## config.mk

```make
export PLATFORM = sky130hd
export DESIGN_NAME = fpga_cfg_seq
export DESIGN_NICKNAME = d
export VERILOG_FILES = /design/src/rtl/fpga_cfg_pkg.sv /design/src/rtl/fpga_cfg_timer.sv /design/src/rtl/fpga_cfg_shifter.sv /design/src/rtl/fpga_cfg_seq.sv
export SDC_FILE = /design/constraint.sdc
export NUM_CORES = 1
export LEC_CHECK = 0
export BUFFER_PORTS_ARGS = -buffer_cell sky130_fd_sc_hd__buf_4
export CAP_MARGIN = 20
export CORE_MARGIN = 2
export CORE_UTILIZATION = 50
export CTS_BUF_LIST = sky130_fd_sc_hd__clkbuf_2
export DETAILED_ROUTE_END_ITERATION = 10
export PLACE_DENSITY = 0.69
export SKIP_CTS_REPAIR_TIMING = 1
export SYNTH_ARGS = -nofsm -noshare
export SYNTH_HDL_FRONTEND = slang
export SYNTH_HIERARCHICAL = 1
export SYNTH_SLANG_ARGS = --single-unit
```

## constraint.sdc

```tcl
create_clock -name clk_i -period 4.55 [get_ports clk_i]
set_clock_uncertainty 0.2 [all_clocks]
set_input_delay 0.2275 -clock clk_i [delete_from_list [all_inputs] [get_ports clk_i]]
set_output_delay 0.2275 -clock clk_i [all_outputs]
set_load 0.05 [all_outputs]
```

## src/rtl/fpga_cfg_pkg.sv

```systemverilog
package fpga_cfg_pkg;

  typedef enum logic [3:0] {
    ST_IDLE,
    ST_PROG_HI,
    ST_PROG_LO,
    ST_INIT_WAIT,
    ST_LOAD,
    ST_BIT_LO,
    ST_BIT_HI,
    ST_DONE_WAIT,
    ST_RST_LO,
    ST_RST_HI
  } cfg_state_e;

  typedef enum logic [1:0] {
    ERR_NONE      = 2'd0,
    ERR_INIT_LOW  = 2'd1,
    ERR_INIT_HIGH = 2'd2,
    ERR_DONE      = 2'd3
  } cfg_err_e;

endpackage

```

## src/rtl/fpga_cfg_timer.sv

```systemverilog
module fpga_cfg_timer #(
  parameter int CW = 8
) (
  input  logic          clk_i,
  input  logic          rst_ni,
  input  logic          clr_i,
  input  logic [CW-1:0] limit_i,
  output logic          hit_o
);

  logic [CW-1:0] cnt_q;

  always_ff @(posedge clk_i or negedge rst_ni) begin
    if (!rst_ni)    cnt_q <= '0;
    else if (clr_i) cnt_q <= '0;
    else            cnt_q <= cnt_q + 1'b1;
  end

  assign hit_o = (cnt_q == limit_i);

endmodule

```

## src/rtl/fpga_cfg_shifter.sv

```systemverilog
module fpga_cfg_shifter #(
  parameter int DW = 8
) (
  input  logic          clk_i,
  input  logic          rst_ni,
  input  logic          load_i,
  input  logic [DW-1:0] data_i,
  input  logic          last_i,
  input  logic          shift_i,
  input  logic          force_i,
  input  logic          force_val_i,
  output logic          din_o,
  output logic          bit_last_o,
  output logic          byte_last_o
);

  localparam int BW = (DW > 1) ? $clog2(DW) : 1;

  logic [DW-1:0] sr_q;
  logic [BW-1:0] bidx_q;
  logic          last_q;
  logic          din_q;

  always_ff @(posedge clk_i or negedge rst_ni) begin
    if (!rst_ni) begin
      sr_q   <= '0;
      bidx_q <= '0;
      last_q <= 1'b0;
      din_q  <= 1'b1;
    end else if (load_i) begin
      sr_q   <= data_i;
      bidx_q <= BW'(DW - 1);
      last_q <= last_i;
      din_q  <= data_i[DW-1];
    end else if (shift_i) begin
      sr_q   <= {sr_q[DW-2:0], 1'b0};
      bidx_q <= bidx_q - 1'b1;
      din_q  <= sr_q[DW-2];
    end else if (force_i) begin
      din_q  <= force_val_i;
    end
  end

  assign din_o       = din_q;
  assign bit_last_o  = (bidx_q == '0);
  assign byte_last_o = last_q;

endmodule

```

## src/rtl/fpga_cfg_seq.sv

```systemverilog
module fpga_cfg_seq
  import fpga_cfg_pkg::*;
#(
  parameter int DW           = 8,
  parameter int CLK_HALF     = 2,
  parameter int INIT_LOW_TO  = 1000,
  parameter int INIT_HIGH_TO = 1000,
  parameter int DONE_TO      = 100000,
  parameter int RST_CYCLES   = 100000
) (
  input  logic          clk_i,
  input  logic          rst_ni,
  input  logic          start_i,
  input  logic [DW-1:0] byte_i,
  input  logic          byte_valid_i,
  input  logic          byte_last_i,
  output logic          byte_ready_o,
  input  logic          tgt_init_i,
  input  logic          tgt_done_i,
  output logic          tgt_prog_n_o,
  output logic          tgt_cclk_o,
  output logic          tgt_din_o,
  output logic          busy_o,
  output logic          cfg_ok_o,
  output logic [1:0]    err_o
);

  localparam int M_INIT = (INIT_LOW_TO > INIT_HIGH_TO) ? INIT_LOW_TO : INIT_HIGH_TO;
  localparam int M_TAIL = (DONE_TO > RST_CYCLES) ? DONE_TO : RST_CYCLES;
  localparam int M_WAIT = (M_INIT > M_TAIL) ? M_INIT : M_TAIL;
  localparam int M_ALL  = (M_WAIT > CLK_HALF) ? M_WAIT : CLK_HALF;
  localparam int CW     = $clog2(M_ALL + 1);

  localparam logic [CW-1:0] LIM_ILO  = CW'(INIT_LOW_TO - 1);
  localparam logic [CW-1:0] LIM_IHI  = CW'(INIT_HIGH_TO - 1);
  localparam logic [CW-1:0] LIM_HALF = CW'(CLK_HALF - 1);
  localparam logic [CW-1:0] LIM_DONE = CW'(DONE_TO - 1);
  localparam logic [CW-1:0] LIM_RST  = CW'(RST_CYCLES - 1);

  cfg_state_e    st_q, st_d;
  logic [CW-1:0] limit;
  logic          hit;
  logic          load, shift, force_din, force_val;
  logic          bit_last, byte_last;
  logic          res_clear, ok_set, err_set;
  cfg_err_e      err_code;
  logic          ok_q;
  logic [1:0]    err_q;

  always_comb begin
    unique case (st_q)
      ST_PROG_LO:            limit = LIM_ILO;
      ST_INIT_WAIT:          limit = LIM_IHI;
      ST_BIT_LO, ST_BIT_HI:  limit = LIM_HALF;
      ST_DONE_WAIT:          limit = LIM_DONE;
      ST_RST_LO, ST_RST_HI:  limit = LIM_RST;
      default:               limit = '0;
    endcase
  end

  fpga_cfg_timer #(.CW(CW)) u_timer (
    .clk_i   (clk_i),
    .rst_ni  (rst_ni),
    .clr_i   (st_d != st_q),
    .limit_i (limit),
    .hit_o   (hit)
  );

  fpga_cfg_shifter #(.DW(DW)) u_shift (
    .clk_i       (clk_i),
    .rst_ni      (rst_ni),
    .load_i      (load),
    .data_i      (byte_i),
    .last_i      (byte_last_i),
    .shift_i     (shift),
    .force_i     (force_din),
    .force_val_i (force_val),
    .din_o       (tgt_din_o),
    .bit_last_o  (bit_last),
    .byte_last_o (byte_last)
  );

  always_comb begin
    st_d      = st_q;
    load      = 1'b0;
    shift     = 1'b0;
    force_din = 1'b0;
    force_val = 1'b0;
    res_clear = 1'b0;
    ok_set    = 1'b0;
    err_set   = 1'b0;
    err_code  = ERR_NONE;
    unique case (st_q)
      ST_IDLE: if (start_i) begin
        st_d      = ST_PROG_HI;
        res_clear = 1'b1;
        force_din = 1'b1;
        force_val = 1'b1;
      end
      ST_PROG_HI: st_d = ST_PROG_LO;
      ST_PROG_LO: begin
        if (!tgt_init_i) st_d = ST_INIT_WAIT;
        else if (hit) begin
          st_d     = ST_IDLE;
          err_set  = 1'b1;
          err_code = ERR_INIT_LOW;
        end
      end
      ST_INIT_WAIT: begin
        if (tgt_init_i) st_d = ST_LOAD;
        else if (hit) begin
          st_d     = ST_IDLE;
          err_set  = 1'b1;
          err_code = ERR_INIT_HIGH;
        end
      end
      ST_LOAD: if (byte_valid_i) begin
        load = 1'b1;
        st_d = ST_BIT_LO;
      end
      ST_BIT_LO: if (hit) st_d = ST_BIT_HI;
      ST_BIT_HI: if (hit) begin
        if (!bit_last) begin
          shift = 1'b1;
          st_d  = ST_BIT_LO;
        end else begin
          st_d = byte_last ? ST_DONE_WAIT : ST_LOAD;
        end
      end
      ST_DONE_WAIT: begin
        if (tgt_done_i) begin
          st_d      = ST_RST_LO;
          force_din = 1'b1;
          force_val = 1'b0;
        end else if (hit) begin
          st_d     = ST_IDLE;
          err_set  = 1'b1;
          err_code = ERR_DONE;
        end
      end
      ST_RST_LO: if (hit) begin
        st_d      = ST_RST_HI;
        force_din = 1'b1;
        force_val = 1'b1;
      end
      ST_RST_HI: if (hit) begin
        st_d   = ST_IDLE;
        ok_set = 1'b1;
      end
      default: st_d = ST_IDLE;
    endcase
  end

  always_ff @(posedge clk_i or negedge rst_ni) begin
    if (!rst_ni) begin
      st_q  <= ST_IDLE;
      ok_q  <= 1'b0;
      err_q <= 2'd0;
    end else begin
      st_q <= st_d;
      if (res_clear) begin
        ok_q  <= 1'b0;
        err_q <= 2'd0;
      end else if (ok_set) begin
        ok_q  <= 1'b1;
      end else if (err_set) begin
        err_q <= err_code;
      end
    end
  end

  assign tgt_prog_n_o = (st_q != ST_PROG_LO);
  assign tgt_cclk_o   = (st_q == ST_BIT_HI) || (st_q == ST_RST_LO) || (st_q == ST_RST_HI);
  assign byte_ready_o = (st_q == ST_LOAD);
  assign busy_o       = (st_q != ST_IDLE);
  assign cfg_ok_o     = ok_q;
  assign err_o        = err_q;

endmodule

```

* After elaboration in Yosys (flattened, before gate mapping)
Index checks and enable logic that the tools add are counted.
** Cells by class
- Add/subtract/negate cells :: 2
- Multiply operators :: 0
- Div/mod/pow operators :: 0
- Magnitude comparators :: 0
- Equal/unequal tests :: 13
- Shift operators :: 0
- Muxes and demuxes :: 49
- Bitwise gates (word level) :: 0
- Reduce and logical (&&, ||, !) cells :: 13
** Operator list (number)
- $pmux 17 s3 :: 1
- $pmux 4 s10 :: 1
- $mux 4 :: 9
- $mux 1 :: 20
- $mux 2 :: 9
- $add 17x1->17 const B :: 1
- $eq 17x17->1 :: 1
- $mux 17 :: 1
- $eq 4x3->1 const B :: 4
- $mux 7 :: 2
- $eq 4x2->1 const B :: 2
- $eq 4x4->1 const B :: 2
- $mux 3 :: 2
- $pmux 1 s3 :: 2
- $pmux 2 s3 :: 1
- $reduce_bool 2->1 :: 3
- $eq 4x1->1 const B :: 1
- $logic_not 4->1 :: 1
- $ne 4x2->1 const B :: 1
- $ne 4x4->1 :: 1
- $reduce_bool 4->1 :: 1
- $reduce_or 2->1 :: 2
- $logic_not 3->1 :: 1
- $reduce_bool 3->1 :: 1
- other kinds (6) :: 7
** Storage, ports and cells
- Bits in registers :: 36
- Bits in latches :: 0
- Bits in writable memories :: 0
- ROM bits :: 0
- Input port bits :: 15
- Output and inout bits :: 8
- Logic and storage cells :: 85
- Memories kept :: 0

* Longest topological paths before layout
- Word-level depth :: 10
- Gate-level depth with buffers :: 18
- Gate-level depth less buffers :: 13

* Modules after synthesis
Netlist, hierarchy kept.
** By module, submodules not included
- fpga_cfg_timer :: instances 1, cells an instance 105, area each 1014.7 µm², sequential area each 425.4 µm²
- fpga_cfg_seq :: instances 1, cells an instance 91, area each 669.4 µm², sequential area each 175.2 µm²
- fpga_cfg_shifter :: instances 1, cells an instance 54, area each 578.1 µm², sequential area each 301.5 µm²

* Worst setup path before layout
Ideal clock, no wire load.
- Path type :: reg2reg
- Start point :: reg st_q[1]
- End point :: reg u_timer.cnt_q[10]
- Setup time :: 0.132 ns
- Arrival time :: 3.723 ns
- Required time :: 4.218 ns
- Slack :: 0.495 ns
- Stages on the path, launching flop included :: 17
- Buffers on the path :: 4
- Period minus slack after synthesis :: 4.055 ns
- Cells stage by stage :: dfrtp_1 > clkbuf_1 > nor2_1 > nand2_1 > o21ai_0 > xor2_1 > nor4_1 > nand3_1 > nor4_1 > clkbuf_1 > nor4b_2 > nor4_2 > mux2_1 > o2111ai_1 > clkbuf_1 > clkbuf_1 > nor2_1
** On the way
- Longest elaborated chain between the ends :: 9
- Elaborated cells between the ends (all ways) :: 27
- Classes of those cells :: eq/ne: 11; mux: 12; reduce/logical: 4
** RTL lines
- start: declaration :: RTL line fpga_cfg_seq.sv:40 : cfg_state_e st_q, st_d;
- start signal: assignment :: RTL line fpga_cfg_seq.sv:160 : st_q <= st_d;
- $eq 4x4->1, or another cell as far along :: RTL line fpga_cfg_seq.sv:51 : unique case (st_q)
- $reduce_or 3->1 (no line), or another cell as far along
- $pmux 17 s3 * :: RTL line fpga_cfg_seq.sv:51
- named net limit[10] :: RTL line fpga_cfg_seq.sv:41 : logic [CW-1:0] limit;
- $eq 17x17->1 * :: RTL line fpga_cfg_timer.sv:19 : assign hit_o = (cnt_q == limit_i);
- named net hit :: RTL line fpga_cfg_seq.sv:42 : logic hit;
- $mux 4
- $mux 4 (on tied branches) :: RTL line fpga_cfg_seq.sv:131, fpga_cfg_seq.sv:102, fpga_cfg_seq.sv:110
- $pmux 4 s10 * :: RTL line fpga_cfg_seq.sv:93 : unique case (st_q)
- $ne 4x4->1 * :: RTL line fpga_cfg_seq.sv:64 : .clr_i (st_d != st_q),
- $mux 17 * :: RTL line fpga_cfg_timer.sv:15 : else if (clr_i) cnt_q <= '0;
- end signal: assignment :: RTL line fpga_cfg_timer.sv:16 : else cnt_q <= cnt_q + 1'b1;
- end: declaration :: RTL line fpga_cfg_timer.sv:11 : logic [CW-1:0] cnt_q;
The timed path passes the listed nets; every way through them passes the cells marked *.
A chain may end at the register's enable or synchronous reset.

* Worst setup path in the final report
- Start point :: reg st_q[2]
- End point :: reg u_timer.cnt_q[12]
The elaborated chain is that of the path after synthesis.

==> impl_metrics.py <==
metrics = {
    "yosys": {
        "yosysUniqueCellTypes": 42,
        "syn_inst": 250,
        "synth.top_cell.area_share_pct": 38.7,
        "synth_ff_type": "dfrtp_1",
        "async_reset_ff_share_pct": 100,
        "synthesis.area_um2": 2260,
        "ys_seq_area_share_pct": 39.9,
        "netlist.top_cell.by_area": "dfrtp_1",
        "syn_area_per_cell_um2": 9.05,
        "ys_ff_latch": 36,
        "synth-edff-count": 0,
        "yosys-top-cells-area": "dfrtp_1, xor2_1, xnor2_1",
        "yosys_warnings": 6,
    },
    "pwr": {
        "leakagePower_nw": 1.09,
        "ir_drop_uv": 220,
        "power_density_nw_per_um2": 353,
    },
    "grt": {
        "grt-ovfl-total": 0,
        "antenna_found_initial": 0,
        "grt.total_usage_pct": 19.7,
        "grt_max_degree": 37,
        "grt_pass1_wl_um": 8110,
        "grt_pass1_vias": 1788,
    },
    "route": {
        "drc": 0,
        "drt_iter0_markers": 183,
        "wl_um": 4560,
        "dr_total_vias": 1789,
        "avgViaCountPerCell": 5.28,
        "first_pass_iters": 5,
        "ant_nets": 0,
        "wire_per_inst_um": 13.5,
    },
    "outcome": {
        "status": "complete, no violations",
    },
    "worst_setup_path": {
        "critPathKind": "flip-flop to flip-flop",
        "rr_worst_depth": 15,
        "crit_path_max_fanout": 19,
        "r2r_slack_ns": 0.47,
        "crit_path_start": "st_q[2]$_DFF_PN0_",
        "timing.rr.start": "st_q[2]$_DFF_PN0_",
        "cp.arrival_ns": 4.17,
        "required_ns": 4.64,
        "r2r-end": "u_timer/cnt_q[12]$_DFF_PN0_",
        "cp-start-kind": "flip-flop",
        "end_kind": "flip-flop",
    },
    "placed_design": {
        "hpwl_um": 3170,
        "preCtsSetupSlack_ns": 0.585,
        "port_buffers": 22,
        "gp_congestion": 0.876,
    },
    "die": {
        "start_util_pct": 52.0,
        "dieArea_um2": 5080,
        "coreArea_um2": 4350,
        "rows": 24,
        "die_y_um": 71.3,
        "dieWidth_um": 71.3,
        "io-pin-count": 23,
    },
    "cts": {
        "root_buffer": "clkbuf_2",
        "clk_pin_slew_ns": 0.20,
        "cts_tree": "yes",
        "cts_buffers": 5,
        "cts.sinks": 36,
        "cts-htree-levels": 2,
        "insertion_delay_ns": 0.40,
        "cts_buffer_depth": 2,
    },
    "sta": {
        "relSlewSlack_pct": 47.4,
        "fmax_ghz": 0.245,
        "slew_violations": 0,
        "rsz0062_at_grt": "no",
        "finalSetupViolations": 0,
        "hold_viol_final": 0,
        "tightest_slew_ns": 0.781,
        "tns_ns": 0,
        "fin_crit_sh_pct": 89.7,
        "final.min_clock_period_ns": 4.08,
        "fin_ws_ns": 0.468,
        "whs_ns": 0.0812,
    },
    "finish": {
        "final_core_util_pct": 61.1,
        "drive_gt1_share_pct": 16.7,
        "layout_common_cells": "dfrtp_1, buf_4, nor2_1",
        "area.sequential_um2": 902,
        "fillers": 386,
        "num_antenna_cells": 0,
        "final_common_cell": "dfrtp_1",
        "multi_input_area_um2": 1250,
        "fin_nets": 304,
        "area_delta_synth_final_pct": 17.6,
    },
    "worst_hold_path": {
        "hp-class": "primary input to asynchronous set/reset pin",
    },
    "job": {
        "cap_violations": 0,
    },
}
-- synth_stat cells, types with 2 or more instances --
library cell / count
dfrtp_1: 35
a21oi_1: 9
o21ai_0: 14
ha_1: 3
nor4_2: 6
mux2i_1: 8
nand4_1: 5
buf_2: 2
nor2b_1: 4
inv_1: 7
and2_1: 2
and3_1: 2
o211ai_1: 2
nand2_1: 21
nand3_1: 12
nor3b_1: 2
or3_1: 4
nor4_1: 3
nand2b_1: 8
buf_4: 2
xnor2_1: 15
nor2_1: 25
a31oi_1: 2
xor2_1: 16
nor3_1: 7
clkbuf_1: 8
o21ai_1: 7
mux2_2: 2
buf_6: 4
-- worst max path at each step --
stage / endpoint / depth (start not counted)
after detailed placement: u_timer/cnt_q[12]$_DFF_PN0_ / 15
after global placement: u_timer/cnt_q[0]$_DFF_PN0_ / 15
after CTS: u_timer/cnt_q[12]$_DFF_PN0_ / 15
after global routing: u_timer/cnt_q[12]$_DFF_PN0_ / 15
after floorplan: u_timer/cnt_q[10]$_DFF_PN0_ / 16
final: u_timer/cnt_q[12]$_DFF_PN0_ / 15
-- where the power goes --
group / total (mW) / leakage [nW] / switching, mW / internal (mW)
clock network: 0.207 / 0.0390 / 0.115 / 0.0917
logic: 0.357 / 0.565 / 0.216 / 0.141
registers: 0.377 / 0.487 / 0.0329 / 0.344
total: 0.940 / 1.09 / 0.364 / 0.577
-- metal layers --
metal  vias to the layer above  GRT usage, %  share of wire [%]
met1                       821          26.5                 48
met3                        10          4.92                3.7
met2                        30          30.3                 47
met5                         -             0                  0
met4                         0          8.60                1.7
li1                        928             -                  -
-- final cells by class --
type | instances | area share (%)
Clock buffer | 5 | 0.940
Clock inverter | 3 | 1.60
Inverter | 7 | 0.987
Multi-Input combinational cell | 194 | 47.0
Sequential cell | 36 | 33.9
Tap cell | 52 | 2.44
Timing Repair Buffer | 42 | 13.2
-- through the flow --
step	instances	power, mW	instance area, µm²
finish	339	0.940	2660
global route	339	1.00	2660
CTS	325	0.943	2520
detailed placement	317	0.733	2450
global placement	317	0.730	2450
floorplan	253	0.641	2270
-- critical path: stages, from the launching register on --
cell       delay (ns)
dfrtp_1          0.74
nor2_1           0.20
nand2_1          0.20
o21ai_0          0.32
xor2_1           0.26
nor4_1           0.31
nand3_1          0.11
nor4_1           0.18
buf_4            0.22
mux2i_1          0.09
nor4_2           0.30
nor4_2           0.13
mux2_1           0.33
o2111ai_1        0.08
buf_4            0.25
nor2_1           0.07
-- cell families (layout without fill, tap and decap cells) --
group                    after synthesis  in the layout  share of synthesized area (%)
other                                  1              4                          0.166
flip-flops                            36             36                           39.9
buffers and inverters                 23             57                           5.59
XOR/XNOR                              31             31                           12.0
multiplexers                          11             11                           5.03
AND/OR/NAND/NOR                      108            108                           26.7
AO/OA/AOI/OAI                         37             37                           8.96
adder cells (fa/ha/maj)                3              3                           1.66
-- state kept, by name, indices dropped and copies added, names as in the netlist --
signal	flops
st_q	4
cfg_ok_o	1
u_shift/sr_q	7
u_shift/din_o	1
u_shift/byte_last_o	1
err_o	2
u_timer/cnt_q	17
u_shift/bidx_q	3
Note: power is estimated with default switching activity, not from simulation.
